## config.mk

```make
export PLATFORM = sky130hd
export DESIGN_NAME = prio_tree_sel
export DESIGN_NICKNAME = d
export VERILOG_FILES = /design/src/rtl/prio_tree_pkg.sv /design/src/rtl/grp_prio_sel.sv /design/src/rtl/out_stage.sv /design/src/rtl/prio_tree_sel.sv
export SDC_FILE = /design/constraint.sdc
export NUM_CORES = 1
export LEC_CHECK = 0
export ABC_AREA = 1
export CAP_MARGIN = 10
export CORE_ASPECT_RATIO = 0.6
export CORE_MARGIN = 2
export CORE_UTILIZATION = 35
export DETAILED_ROUTE_END_ITERATION = 8
export GPL_TIMING_DRIVEN = 0
export PLACE_DENSITY_LB_ADDON = 0.3
export SLEW_MARGIN = 15
export SYNTH_ARGS = -nofsm -noshare
export SYNTH_HDL_FRONTEND = slang
export SYNTH_SLANG_ARGS = --single-unit
```

## constraint.sdc

```tcl
create_clock -name clk_i -period 0.8 [get_ports clk_i]
set_input_delay 0.08 -clock clk_i [delete_from_list [all_inputs] [get_ports clk_i]]
set_output_delay 0.08 -clock clk_i [all_outputs]
set_load 0.01 [all_outputs]
```

## src/rtl/prio_tree_pkg.sv

```systemverilog
package prio_tree_pkg;
  // bits needed to number n slots, never less than one
  function automatic int unsigned slot_bits(int unsigned n);
    return (n > 1) ? $clog2(n) : 1;
  endfunction
endpackage

```

## src/rtl/grp_prio_sel.sv

```systemverilog
module grp_prio_sel #(
  parameter int unsigned W     = 8,
  parameter int unsigned WAYS  = 4,
  localparam int unsigned PW   = prio_tree_pkg::slot_bits(WAYS)
) (
  input  logic [WAYS*W-1:0] data_i,
  input  logic [WAYS-1:0]   valid_i,
  output logic [W-1:0]      data_o,
  output logic              hit_o,
  output logic [PW-1:0]     pos_o
);
  logic [PW-1:0] pos;

  // scan from the top so the lowest set slot is written last
  always_comb begin
    pos = '0;
    for (int i = WAYS - 1; i >= 0; i--) begin
      if (valid_i[i]) pos = PW'(i);
    end
  end

  assign pos_o  = pos;
  assign hit_o  = |valid_i;
  assign data_o = data_i[pos*W +: W];
endmodule

```

## src/rtl/out_stage.sv

```systemverilog
module out_stage #(
  parameter int unsigned   DW      = 8,
  parameter int unsigned   IW      = 4,
  parameter bit            REG_OUT = 1'b1,
  parameter logic [DW-1:0] ERR_VAL = '0
) (
  input  logic          clk_i,
  input  logic          rst_ni,
  input  logic [DW-1:0] data_d,
  input  logic [IW-1:0] idx_d,
  input  logic          any_d,
  output logic [DW-1:0] data_o,
  output logic [IW-1:0] idx_o,
  output logic          any_o
);
  if (REG_OUT) begin : g_reg
    always_ff @(posedge clk_i or negedge rst_ni) begin
      if (!rst_ni) begin
        data_o <= ERR_VAL;
        idx_o  <= '0;
        any_o  <= 1'b0;
      end else begin
        data_o <= data_d;
        idx_o  <= idx_d;
        any_o  <= any_d;
      end
    end
  end else begin : g_comb
    assign data_o = data_d;
    assign idx_o  = idx_d;
    assign any_o  = any_d;
  end
endmodule

```

## src/rtl/prio_tree_sel.sv

```systemverilog
module prio_tree_sel #(
  parameter int unsigned       DATA_W  = 8,
  parameter int unsigned       GRP_W   = 4,
  parameter logic [DATA_W-1:0] ERR_VAL = '0,
  parameter bit                REG_OUT = 1'b1,
  localparam int unsigned      N       = GRP_W * GRP_W,
  localparam int unsigned      POS_W   = prio_tree_pkg::slot_bits(GRP_W),
  localparam int unsigned      IDX_W   = 2 * POS_W
) (
  input  logic                clk_i,
  input  logic                rst_ni,
  input  logic [N*DATA_W-1:0] data_i,
  input  logic [N-1:0]        valid_i,
  output logic [DATA_W-1:0]   data_o,
  output logic [IDX_W-1:0]    idx_o,
  output logic                any_valid_o
);
  localparam int unsigned PAY_W = DATA_W + POS_W;

  logic [GRP_W-1:0][PAY_W-1:0] grp_pay;
  logic [GRP_W-1:0]            grp_hit;

  // first level: one selector per group, carrying its slot number with the data
  for (genvar g = 0; g < GRP_W; g++) begin : g_grp
    logic [DATA_W-1:0] g_data;
    logic [POS_W-1:0]  g_pos;
    grp_prio_sel #(.W(DATA_W), .WAYS(GRP_W)) u_grp (
      .data_i (data_i[g*GRP_W*DATA_W +: GRP_W*DATA_W]),
      .valid_i(valid_i[g*GRP_W +: GRP_W]),
      .data_o (g_data),
      .hit_o  (grp_hit[g]),
      .pos_o  (g_pos)
    );
    assign grp_pay[g] = {g_data, g_pos};
  end

  // second level: group-OR requests pick one group payload
  logic [PAY_W-1:0] fin_pay;
  logic             fin_hit;
  logic [POS_W-1:0] fin_pos;

  grp_prio_sel #(.W(PAY_W), .WAYS(GRP_W)) u_fin (
    .data_i (grp_pay),
    .valid_i(grp_hit),
    .data_o (fin_pay),
    .hit_o  (fin_hit),
    .pos_o  (fin_pos)
  );

  logic [DATA_W-1:0] sel_data;
  logic [IDX_W-1:0]  sel_idx;
  logic              sel_any;

  assign sel_any  = fin_hit;
  assign sel_data = fin_hit ? fin_pay[PAY_W-1:POS_W] : ERR_VAL;
  assign sel_idx  = fin_hit ? {fin_pos, fin_pay[POS_W-1:0]} : '0;

  out_stage #(.DW(DATA_W), .IW(IDX_W), .REG_OUT(REG_OUT), .ERR_VAL(ERR_VAL)) u_out (
    .clk_i (clk_i),
    .rst_ni(rst_ni),
    .data_d(sel_data),
    .idx_d (sel_idx),
    .any_d (sel_any),
    .data_o(data_o),
    .idx_o (idx_o),
    .any_o (any_valid_o)
  );

  assert_win_data_R1: assert property (@(posedge clk_i) disable iff (!rst_ni)
    sel_any |-> sel_data == data_i[sel_idx*DATA_W +: DATA_W]);

  assert_win_lowest_R2: assert property (@(posedge clk_i) disable iff (!rst_ni)
    sel_any |-> (valid_i[sel_idx] &&
                 (valid_i & ((N'(1) << sel_idx) - N'(1))) == '0));

  assert_none_err_R3: assert property (@(posedge clk_i) disable iff (!rst_ni)
    (valid_i == '0) |-> (sel_data == ERR_VAL && sel_idx == '0));

  assert_any_or_R4: assert property (@(posedge clk_i) disable iff (!rst_ni)
    sel_any == (valid_i != '0));

  assert_out_none_R3: assert property (@(posedge clk_i) disable iff (!rst_ni)
    !any_valid_o |-> (data_o == ERR_VAL && idx_o == '0));
endmodule

```

==> results of run 1 <==
[sequential cells by signal (all words and copies together), names as in the netlist]
name and cells:
u_out.any_o 1, u_out.idx_o 4, u_out.data_o 8
[cells in the final DEF (no fill, tap or decap), drive strengths merged]
master	Yosys	routed
nand3	160	160
clkdlybuf4s50	0	129
nand2	113	114
buf	15	86
nor2	29	29
inv	22	21
dfrtp	13	13
clkbuf	0	6
a21oi	3	4
o21ai	3	3
nor3	2	2
nand3b	2	2
o211ai	1	1
o21bai	1	1
clkinv	0	1
[worst max-delay path: stages]
cell and delay (ns):
buf_8 0.10, nor2_4 0.16, nand2_4 0.10, nand2_4 0.11
nand2_4 0.08, nand2_8 0.13, buf_6 0.14, nand2_2 0.06
o211ai_1 0.10, nand3_1 0.15
[logic make-up after synthesis]
group | after synthesis | synth area share
flops | 13 | 0.149
buf+inv | 37 | 0.0989
simple gates | 306 | 0.703
compound gates | 8 | 0.0483
[what timing repair did]
item                                    in CTS  in global routing
hold buffers                                 0                  0
cloned                                       5                  1
pin swaps                                   42                 51
endpoints found under the setup margin      26                 25
resized for setup                          186                 82
setup buffers                               33                  9
[power by group through the flow]
stage	registers [mW]	logic, mW	clock network (mW)
4_1_cts	0.739	2.17	0.584
5_1_grt	0.748	2.64	0.630
3_3_place_gp	0.750	1.93	0
2_1_floorplan	0.780	0.845	0
6_report	0.746	2.50	0.605
3_5_place_dp	0.753	1.97	0
[worst max-delay path by stage]
stage / from / endpoint / slack, ns / cells past startpoint
2_1_floorplan: valid_i[11] / u_out.idx_o[1] / -0.22 / 9
3_3_place_gp: valid_i[11] / u_out.data_o[1] / -1.17 / 11
3_5_place_dp: valid_i[11] / u_out.data_o[1] / -1.16 / 11
4_1_cts: valid_i[8] / u_out.data_o[1] / -0.24 / 10
5_1_grt: valid_i[8] / u_out.idx_o[1] / -0.37 / 10
6_report: valid_i[14] / u_out.idx_o[1] / -0.32 / 10
[layout make-up]
class	instances	share of cell area
multi-input cells	316	0.428
repair buffers	202	0.410
flip-flops and latches	13	0.0667
inverters	22	0.0321
plain buffers	15	0.0318
well taps	84	0.0215
clock buffers	4	0.00924
[cells in the mapped netlist, drive strengths merged]
library cell | n | area, µm²
a21oi | 3 | 48.8
buf | 15 | 125
dfrtp | 13 | 325
inv | 22 | 90.1
nand2 | 113 | 519
nand3 | 160 | 806
nand3b | 2 | 15.0
nor2 | 29 | 159
nor3 | 2 | 32.5
o211ai | 1 | 7.51
o21ai | 3 | 30.0
o21bai | 1 | 18.8
[metrics by stage]
| step | hold WS [ns] | cell area (µm²) |
|---|---|---|
| 3_3_place_gp | 0.457 | 3980 |
| 6_report | 0.216 | 4880 |
| 2_1_floorplan | -0.216 | 2290 |
| 3_5_place_dp | 0.476 | 3980 |
| 5_1_grt | 0.263 | 4880 |
| 4_1_cts | 0.186 | 4480 |
[layer usage]
layer | global-route usage | part of all wire | wire [µm]
met1 | 0.374 | 0.39 | 4540
met2 | 0.460 | 0.47 | 5390
met3 | 0.0655 | 0.11 | 1250
met4 | 0.0280 | 0.030 | 344
met5 | 0 | 0 | 0
==> metrics.csv, run 1 <==
stage,metric,value,unit
detailed_routing,vias,3656,
sta,fin_ws,-0.315,ns
power_and_ir_drop,total_power,3.85,mW
detailed_routing,drtAntennaViolNets,0,
sta,rsz0062_at_grt,true,
sta,setup_viol,24,
detailed_routing,wl,11.5,mm
global_route,antenna_found_initial,0,
floorplanning,pin_count,159,
sta,tightest_slew,0.602,ns
detailed_routing,drcViolationCount,0,
hold_path,hp-class,primary input to asynchronous set/reset pin,
power_and_ir_drop,power.share.clock,0.157,
power_and_ir_drop,seq_power_share,0.194,
sta,finalHoldViolCount,0,
detailed_routing,wire_per_inst,17.6,µm
clock_tree,ctsRootBufferMaster,clkbuf_8,
critical_path,criticalPathCategory,primary input to register,
clock_tree,cts_buffer_depth,2,
logic_synthesis,syn_area,2180,µm²
final_layout,drive_gt1_frac,0.386,
final_layout,final_util,0.805,
clock_tree,cts_buffers,3,
final_layout,fillers,384,
final_layout,syn_to_final_growth,124,%
sta,post-route-min-period,1.12,ns
placement,place_hpwl,7.34,mm
final_layout,fin_cells,656,
critical_path,start_kind,primary input,
logic_synthesis,ys_seq_area_frac,0.149,
logic_synthesis,syn_inst,364,
floorplanning,core.rowCount,22,
final_layout,fin_nets,719,
sta,max_freq,897,MHz
power_and_ir_drop,switchingPower,1.45,mW
power_and_ir_drop,switching_share,0.376,
clock_tree,cts.sinks,13,
logic_synthesis,yosysWarnings,0,
placement,dp_cells,606,
final_layout,regArea,325,µm²
power_and_ir_drop,p_int,2.40,mW
detailed_routing,vias_per_cell,5.57,
sta,max_slew_margin,0.598,
detailed_routing,firstDrtPassIters,5,
final_layout,multi_input_area,2090,µm²
sta,setup-tns-final,-2.98,ns
clock_tree,path_clk_slew,0.06,ns
logic_synthesis,ys_types,27,
detailed_routing,drt_iter0_drc,339,
critical_path,cp_max_fo,6,
placement,port_buffers,158,
critical_path,setup.worst_path.end_class,register,
critical_path,crit_arrival,1.21,ns
power_and_ir_drop,ir_worst_vdd,0.563,mV
floorplanning,initial_core_util,0.360,
run_status,status,"finished, violations left",
power_and_ir_drop,combPwrFrac,0.649,
placement,gp_congestion,0.918,
logic_synthesis,avgSynthCellArea,5.98,µm²
placement,dpl_worst_slack,-1.16,ns
logic_synthesis,synth_seq_cells,13,
global_route,grt_max_degree,14,
run_status,violations,negative setup slack,
floorplanning,die_area,6890,µm²
sta,fin_crit_sh,1.39,
floorplanning,die_w,106,µm
floorplanning,die_h,65.1,µm
final_layout,antennaDiodeCount,0,
clock_tree,h-tree-depth,1,
sta,maxSlewViolCount,0,
power_and_ir_drop,cellLeakagePower,2.23,nW
power_and_ir_drop,power_density,789,nW/µm²
global_route,grt_overflow,0,
critical_path,crit_required,0.89,ns
clock_tree,cts_tree,built,
global_route,grt.total_usage,0.275,
global_route,grt_pass1_wl,15.2,mm
job,drv_cap,0,
logic_synthesis,syn_nets,510,
global_route,grt_pass1_vias,3195,
floorplanning,coreArea,6060,µm²
(Power assumes the default switching activity.)
==> inputs of run 2 (changes only) <==
--- a/config.mk
+++ b/config.mk
@@ -9,11 +9,12 @@
 export CAP_MARGIN = 10
 export CORE_ASPECT_RATIO = 0.6
 export CORE_MARGIN = 2
-export CORE_UTILIZATION = 35
+export CORE_UTILIZATION = 40
 export DETAILED_ROUTE_END_ITERATION = 8
 export GPL_TIMING_DRIVEN = 0
 export PLACE_DENSITY_LB_ADDON = 0.3
 export SLEW_MARGIN = 15
 export SYNTH_ARGS = -nofsm -noshare
 export SYNTH_HDL_FRONTEND = slang
+export SYNTH_HIERARCHICAL = 1
 export SYNTH_SLANG_ARGS = --single-unit
==> metrics.csv, run 2 <==
stage,metric,value,unit
logic_synthesis,synthTopCellsByArea,"nand3_1, inv_1, nand2_1, dfrtp_1, buf_6",
placement,place_hpwl,8.24,mm
global_route,grt_pass1_vias,4654,
logic_synthesis,syn_area,2840,µm²
final_layout,final_cell_mix,"inv_1, clkdlybuf4s50_1, nand3_1",
final_layout,largest_reg_flops,8,
floorplanning,die_w,113,µm
critical_path,cp-startpoint,data_i[41],
placement,gp_congestion,0.947,
sta,max_freq,739,MHz
final_layout,regMostFlops,u_out/data_o,
global_route,grt_max_degree,14,
detailed_routing,vias,5166,
detailed_routing,firstDrtPassIters,8,
floorplanning,initial_core_util,0.419,
final_layout,final_cell_area,6330,µm²
final_layout,drive_gt1_frac,0.399,
floorplanning,core.rowCount,23,
logic_synthesis,synth_seq_cells,13,
logic_synthesis,syn_nets,726,
final_layout,fin_nets,966,
global_route,grt_overflow,0,
detailed_routing,drt_iter0_drc,678,
floorplanning,die_area,7800,µm²
clock_tree,cts_buffers,3,
clock_tree,cts_buffer_depth,2,
run_status,status,"finished, violations left",
sta,rsz0062_at_grt,true,
logic_synthesis,yosysTopAreaCell,nand3_1,
sta,max_slew_margin,0.603,
placement,dpl_cell_area,4710,µm²
clock_tree,h-tree-depth,1,
logic_synthesis,synth_top_area_frac,0.305,
sta,setup_viol,25,
critical_path,setup.worst_path.end_class,register,
global_route,antenna_found_initial,0,
power_and_ir_drop,switchingPower,2.05,mW
clock_tree,cts.sinks,13,
power_and_ir_drop,total_power,5.10,mW
floorplanning,coreArea,6760,µm²
logic_synthesis,avgSynthCellArea,4.89,µm²
logic_synthesis,synth-edff-count,0,
detailed_routing,drcViolationCount,1,
critical_path,start_kind,primary input,
final_layout,syn_to_final_growth,123,%
logic_synthesis,synth_most_common_cell,inv_1,
critical_path,crit_required,0.93,ns
logic_synthesis,ys_seq_area_frac,0.115,
power_and_ir_drop,switching_share,0.403,
power_and_ir_drop,cellLeakagePower,3.50,nW
run_status,violations,"design-rule violations, negative setup slack",
sta,setup-tns-final,-4.36,ns
placement,dpl_worst_slack,-1.08,ns
sta,fin_ws,-0.554,ns
clock_tree,ctsRootBufferMaster,clkbuf_16,
floorplanning,pin_count,159,
detailed_routing,wl,17.5,mm
logic_synthesis,async_flop_share,1.00,
critical_path,criticalPathCategory,primary input to register,
final_layout,reg.largest.list,"u_out/data_o x8, u_out/idx_o x4, u_out/any_o x1",
sta,fin_crit_sh,1.69,
sta,finalHoldViolCount,0,
logic_synthesis,syn_inst,580,
final_layout,antennaDiodeCount,0,
critical_path,cp_max_fo,1,
clock_tree,cts_tree,built,
final_layout,final_common_cell,inv_1,
logic_synthesis,synth_commonest_cells,"inv_1, nand3_1, nand2_1, dfrtp_1",
power_and_ir_drop,ir_worst_vdd,1.79,mV
detailed_routing,wire_per_inst,19.4,µm
logic_synthesis,ys_types,11,
power_and_ir_drop,p_int,3.04,mW
sta,tightest_slew,0.593,ns
power_and_ir_drop,power_density,805,nW/µm²
logic_synthesis,synth_flop_cell,dfrtp_1,
critical_path,crit_arrival,1.48,ns
detailed_routing,drtAntennaViolNets,0,
final_layout,fillers,218,
job,drv_cap,0,
detailed_routing,vias_per_cell,5.70,
hold_path,hp-class,primary input to asynchronous set/reset pin,
power_and_ir_drop,combPwrFrac,0.667,
global_route,grt_pass1_wl,21.6,mm
global_route,grt.total_usage,0.336,
sta,post-route-min-period,1.35,ns
sta,maxSlewViolCount,0,
power_and_ir_drop,power.share.clock,0.188,
placement,port_buffers,158,
power_and_ir_drop,seq_power_share,0.145,
clock_tree,path_clk_slew,0.05,ns
logic_synthesis,yosysWarnings,6,
floorplanning,die_h,69.2,µm
## run 2: cell types whose count changed after synthesis, sizes merged
cell    delta
nand3b     -2
o211ai     -1
inv      +183
nor3       -2
a21oi      -3
nand2     +45
buf        +6
o21ai      -3
nand3     +13
nor2      -19
o21bai     -1
## run 2: layout make-up
cell class              count  area (µm²)  area share
multi-input cells         343        2370       0.374
well taps                  87         109      0.0172
inverters                 205         858       0.136
repair buffers            231        2300       0.364
plain buffers              21         270      0.0427
clock buffers               4        78.8      0.0125
flip-flops and latches     13         325      0.0514
repair inverters            2        15.0     0.00237
## run 2: final timing paths
check / end / cells past startpoint / slack, ns
min in group clk_i: u_out/any_o / 7 / 0.43
max: u_out/data_o[1] / 11 / -0.55
min: u_out/data_o[4] / 1 / 0.21
max in group asynchronous: u_out/idx_o[2] / 1 / 0.20
## run 2: stage by stage
step | cells | hold WS, ns | utilization
after floorplan | 580 | -0.216 | -
after global placement | 825 | 0.435 | 0.696
after detailed placement | 825 | 0.454 | 0.696
after CTS | 895 | 0.219 | 0.860
after global routing | 906 | 0.258 | 0.936
final | 906 | 0.213 | 0.936
## run 2: timing repair
| item | 4_1_cts | 5_1_grt |
|---|---|---|
| hold buffers | 0 | 0 |
| endpoints found under the setup margin | 26 | 26 |
| pin swaps | 88 | 70 |
| gates resized for setup | 298 | 118 |
| setup buffers | 50 | 14 |
| gates cloned | 16 | 1 |
## run 2: cells by family (layout without fill, tap and decap cells)
kind of cell / Yosys count / in the layout / share of synthesized area
and+or+nand+nor: 341 / 343 / 0.554
buffers and inverters: 226 / 463 / 0.331
DFF: 13 / 13 / 0.115
## run 2: power by group through the flow
stage	clock (mW)	combinational (mW)	sequential (mW)
floorplan	0	1.09	0.781
global placement	0	2.21	0.743
detailed placement	0	2.25	0.749
CTS	0.929	2.79	0.740
global route	0.982	3.55	0.741
finish	0.958	3.40	0.739
## run 2: critical path, cell delays in order
cell,delay [ns]
clkdlybuf4s50_1,0.44
inv_1,0.09
nand3_1,0.10
nand3_1,0.10
nand2_1,0.08
inv_1,0.11
nand3_2,0.11
nand3_1,0.09
nand2_1,0.08
nand2_1,0.12
inv_1,0.09
## run 2: routing by layer
| layer | global-route usage | part of all wire | vias to the layer above |
|---|---|---|---|
| met1 | 0.422 | 0.36 | 2299 |
| li1 | - | - | 2184 |
| met5 | 0 | 0 | - |
| met2 | 0.561 | 0.45 | 538 |
| met4 | 0.134 | 0.065 | 0 |
| met3 | 0.0726 | 0.13 | 145 |
==> inputs of run 3 (changes only) <==
--- a/config.mk
+++ b/config.mk
@@ -5,11 +5,11 @@
 export SDC_FILE = /design/constraint.sdc
 export NUM_CORES = 1
 export LEC_CHECK = 0
-export ABC_AREA = 1
+export ABC_AREA = 0
 export CAP_MARGIN = 10
-export CORE_ASPECT_RATIO = 0.6
+export CORE_ASPECT_RATIO = 1.5
 export CORE_MARGIN = 2
-export CORE_UTILIZATION = 40
+export CORE_UTILIZATION = 32
 export DETAILED_ROUTE_END_ITERATION = 8
 export GPL_TIMING_DRIVEN = 0
 export PLACE_DENSITY_LB_ADDON = 0.3
==> metrics.csv, run 3 <==
stage,metric,value,unit
run_status,status,"finished, violations left",
run_status,violations,negative setup slack,
detailed_routing,wl,6.97,mm
logic_synthesis,yosysWarnings,6,
critical_path,critPathTopFamily,multiplexers,
critical_path,start_kind,primary input,
logic_synthesis,synthSimpleGateAreaFrac,0.180,
final_layout,fillers,434,
clock_tree,cts_buffer_depth,2,
detailed_routing,drcViolationCount,0,
clock_tree,cts.sinks,13,
critical_path,cp.depth,9,
logic_synthesis,synthAdderAreaFrac,0,
power_and_ir_drop,ir_worst_vdd,0.351,mV
final_layout,fin_nets,497,
logic_synthesis,syn_nets,311,
power_and_ir_drop,power_density,790,nW/µm²
clock_tree,path_clk_slew,0.05,ns
final_layout,regArea,325,µm²
clock_tree,h-tree-depth,1,
sta,setup-tns-final,-7.80,ns
detailed_routing,wire_per_inst,16.6,µm
critical_path,cpMaxStageDelayCell,mux4_2,
logic_synthesis,synth_most_common_cell,mux4_2,
final_layout,final_cell_mix,"clkdlybuf4s50_1, mux4_2, buf_2",
logic_synthesis,synth_compound_area_frac,0.169,
critical_path,cp-startpoint,valid_i[11],
power_and_ir_drop,cellLeakagePower,1.55,nW
floorplanning,coreArea,5490,µm²
detailed_routing,vias,2144,
placement,dp_cells,393,
logic_synthesis,synth_flop_cell,dfrtp_1,
hold_path,hp-class,primary input to asynchronous set/reset pin,
sta,post-route-min-period,1.50,ns
global_route,grt_overflow,0,
final_layout,drive_gt1_frac,0.457,
critical_path,setup.worst_path.end_class,register,
global_route,grt_pass1_vias,2371,
floorplanning,die_w,65.8,µm
critical_path,crit_required,0.93,ns
critical_path,slowest_delay,0.51,ns
placement,port_buffers,158,
logic_synthesis,synth_top_family_by_area,multiplexers,
logic_synthesis,yosysTopAreaCell,mux4_2,
floorplanning,pin_count,159,
sta,maxSlewViolCount,0,
sta,rsz0062_at_grt,true,
job,drv_cap,0,
final_layout,regMostFlops,u_out/data_o,
sta,finalHoldViolCount,0,
logic_synthesis,synth_seq_cells,13,
global_route,antenna_found_initial,0,
final_layout,final_common_cell,clkdlybuf4s50_1,
detailed_routing,vias_per_cell,5.10,
floorplanning,core.rowCount,33,
global_route,grt_max_degree,14,
critical_path,cp_max_fo,5,
clock_tree,ctsRootBufferMaster,clkbuf_8,
critical_path,path_buf_inv,2,
logic_synthesis,syn_inst,165,
sta,max_slew_margin,0.647,
clock_tree,cts_tree,built,
global_route,grt_pass1_wl,11.0,mm
logic_synthesis,muxShareOfSynthArea,0.393,
logic_synthesis,async_flop_share,1.00,
logic_synthesis,synth_commonest_cells,"mux4_2, nor2_1, inv_1, nand2_1, dfrtp_1",
logic_synthesis,avgSynthCellArea,11.1,µm²
logic_synthesis,syn_area,1840,µm²
global_route,grt.total_usage,0.226,
detailed_routing,firstDrtPassIters,4,
critical_path,criticalPathCategory,primary input to register,
placement,place_hpwl,5.62,mm
final_layout,antennaDiodeCount,0,
sta,setup_viol,15,
final_layout,final_util,0.707,
sta,tightest_slew,0.527,ns
logic_synthesis,synth-edff-count,0,
placement,gp_congestion,0.840,
logic_synthesis,synthTopCellsByArea,"mux4_2, dfrtp_1, o22ai_2, a221o_1, nor2_1",
critical_path,crit_arrival,1.63,ns
clock_tree,cts_buffers,3,
critical_path,path_cells,buf_8 -> nor2b_4 -> o21bai_4 -> buf_6 -> mux4_2 -> nor2_1 -> a221o_1 -> a21oi_2 -> and2_4,
floorplanning,initial_core_util,0.334,
sta,fin_ws,-0.701,ns
final_layout,fin_cells,420,
logic_synthesis,ys_types,20,
logic_synthesis,synth_xor_xnor_area_share,0,
sta,fin_crit_sh,1.88,
detailed_routing,drt_iter0_drc,58,
logic_synthesis,ys_seq_area_frac,0.177,
final_layout,reg.largest.list,"u_out/data_o x8, u_out/idx_o x4, u_out/any_o x1",
final_layout,multi_input_area,1560,µm²
detailed_routing,drtAntennaViolNets,0,
logic_synthesis,synth_top_area_frac,0.393,
final_layout,largest_reg_flops,8,
floorplanning,die_area,6370,µm²
floorplanning,die_h,96.8,µm
final_layout,syn_to_final_growth,112,%
sta,max_freq,666,MHz
## run 3: logic make-up after synthesis
group,count (synthesis)
buffers and inverters,27
DFF,13
and+or+nand+nor,58
AOI/OAI and AO/OA,35
muxes,32
## run 3: final timing paths
kind,to
min in group clk_i,u_out/idx_o[1]
max,u_out/data_o[2]
max in group asynchronous,u_out/data_o[3]
min,u_out/data_o[5]
## run 3: stage by stage
step	cell area, µm²	power (mW)	hold WS [ns]	worst slack, ns
after global routing	3880	3.25	0.231	-0.747
after detailed placement	3570	2.42	0.447	-1.40
after CTS	3830	3.07	0.196	-0.694
final	3880	3.07	0.189	-0.701
after global placement	3570	2.40	0.443	-1.39
after floorplan	1900	1.45	-0.216	-0.739
## run 3: layout make-up
class                           instances  area share
Inverter                               15      0.0145
Multi-Input combinational cell        125       0.402
Clock buffer                            4      0.0116
Buffer                                 12      0.0267
Timing Repair Buffer                  181       0.439
Tap cell                               70      0.0226
Sequential cell                        13      0.0838
## run 3: routing by layer
metal,share of wire,GRT usage,up-vias
met5,0,0,-
met4,0.030,0.0897,0
met3,0.055,0.0267,16
met2,0.58,0.426,89
met1,0.33,0.245,1029
li1,-,-,1010
## run 3: report_power, final
part | switching [mW] | leakage [nW] | internal [mW]
Combinational | 0.587 | 1.38 | 1.21
Clock | 0.194 | 0.0228 | 0.349
Sequential | 0.0108 | 0.156 | 0.716
## run 3: repair_timing
action / CTS / global route
endpoints found under the setup margin: 26 / 26
hold buffers: 0 / 0
gates cloned: 6 / 0
pin swaps: 46 / 16
setup buffers: 15 / 2
gates resized for setup: 171 / 13
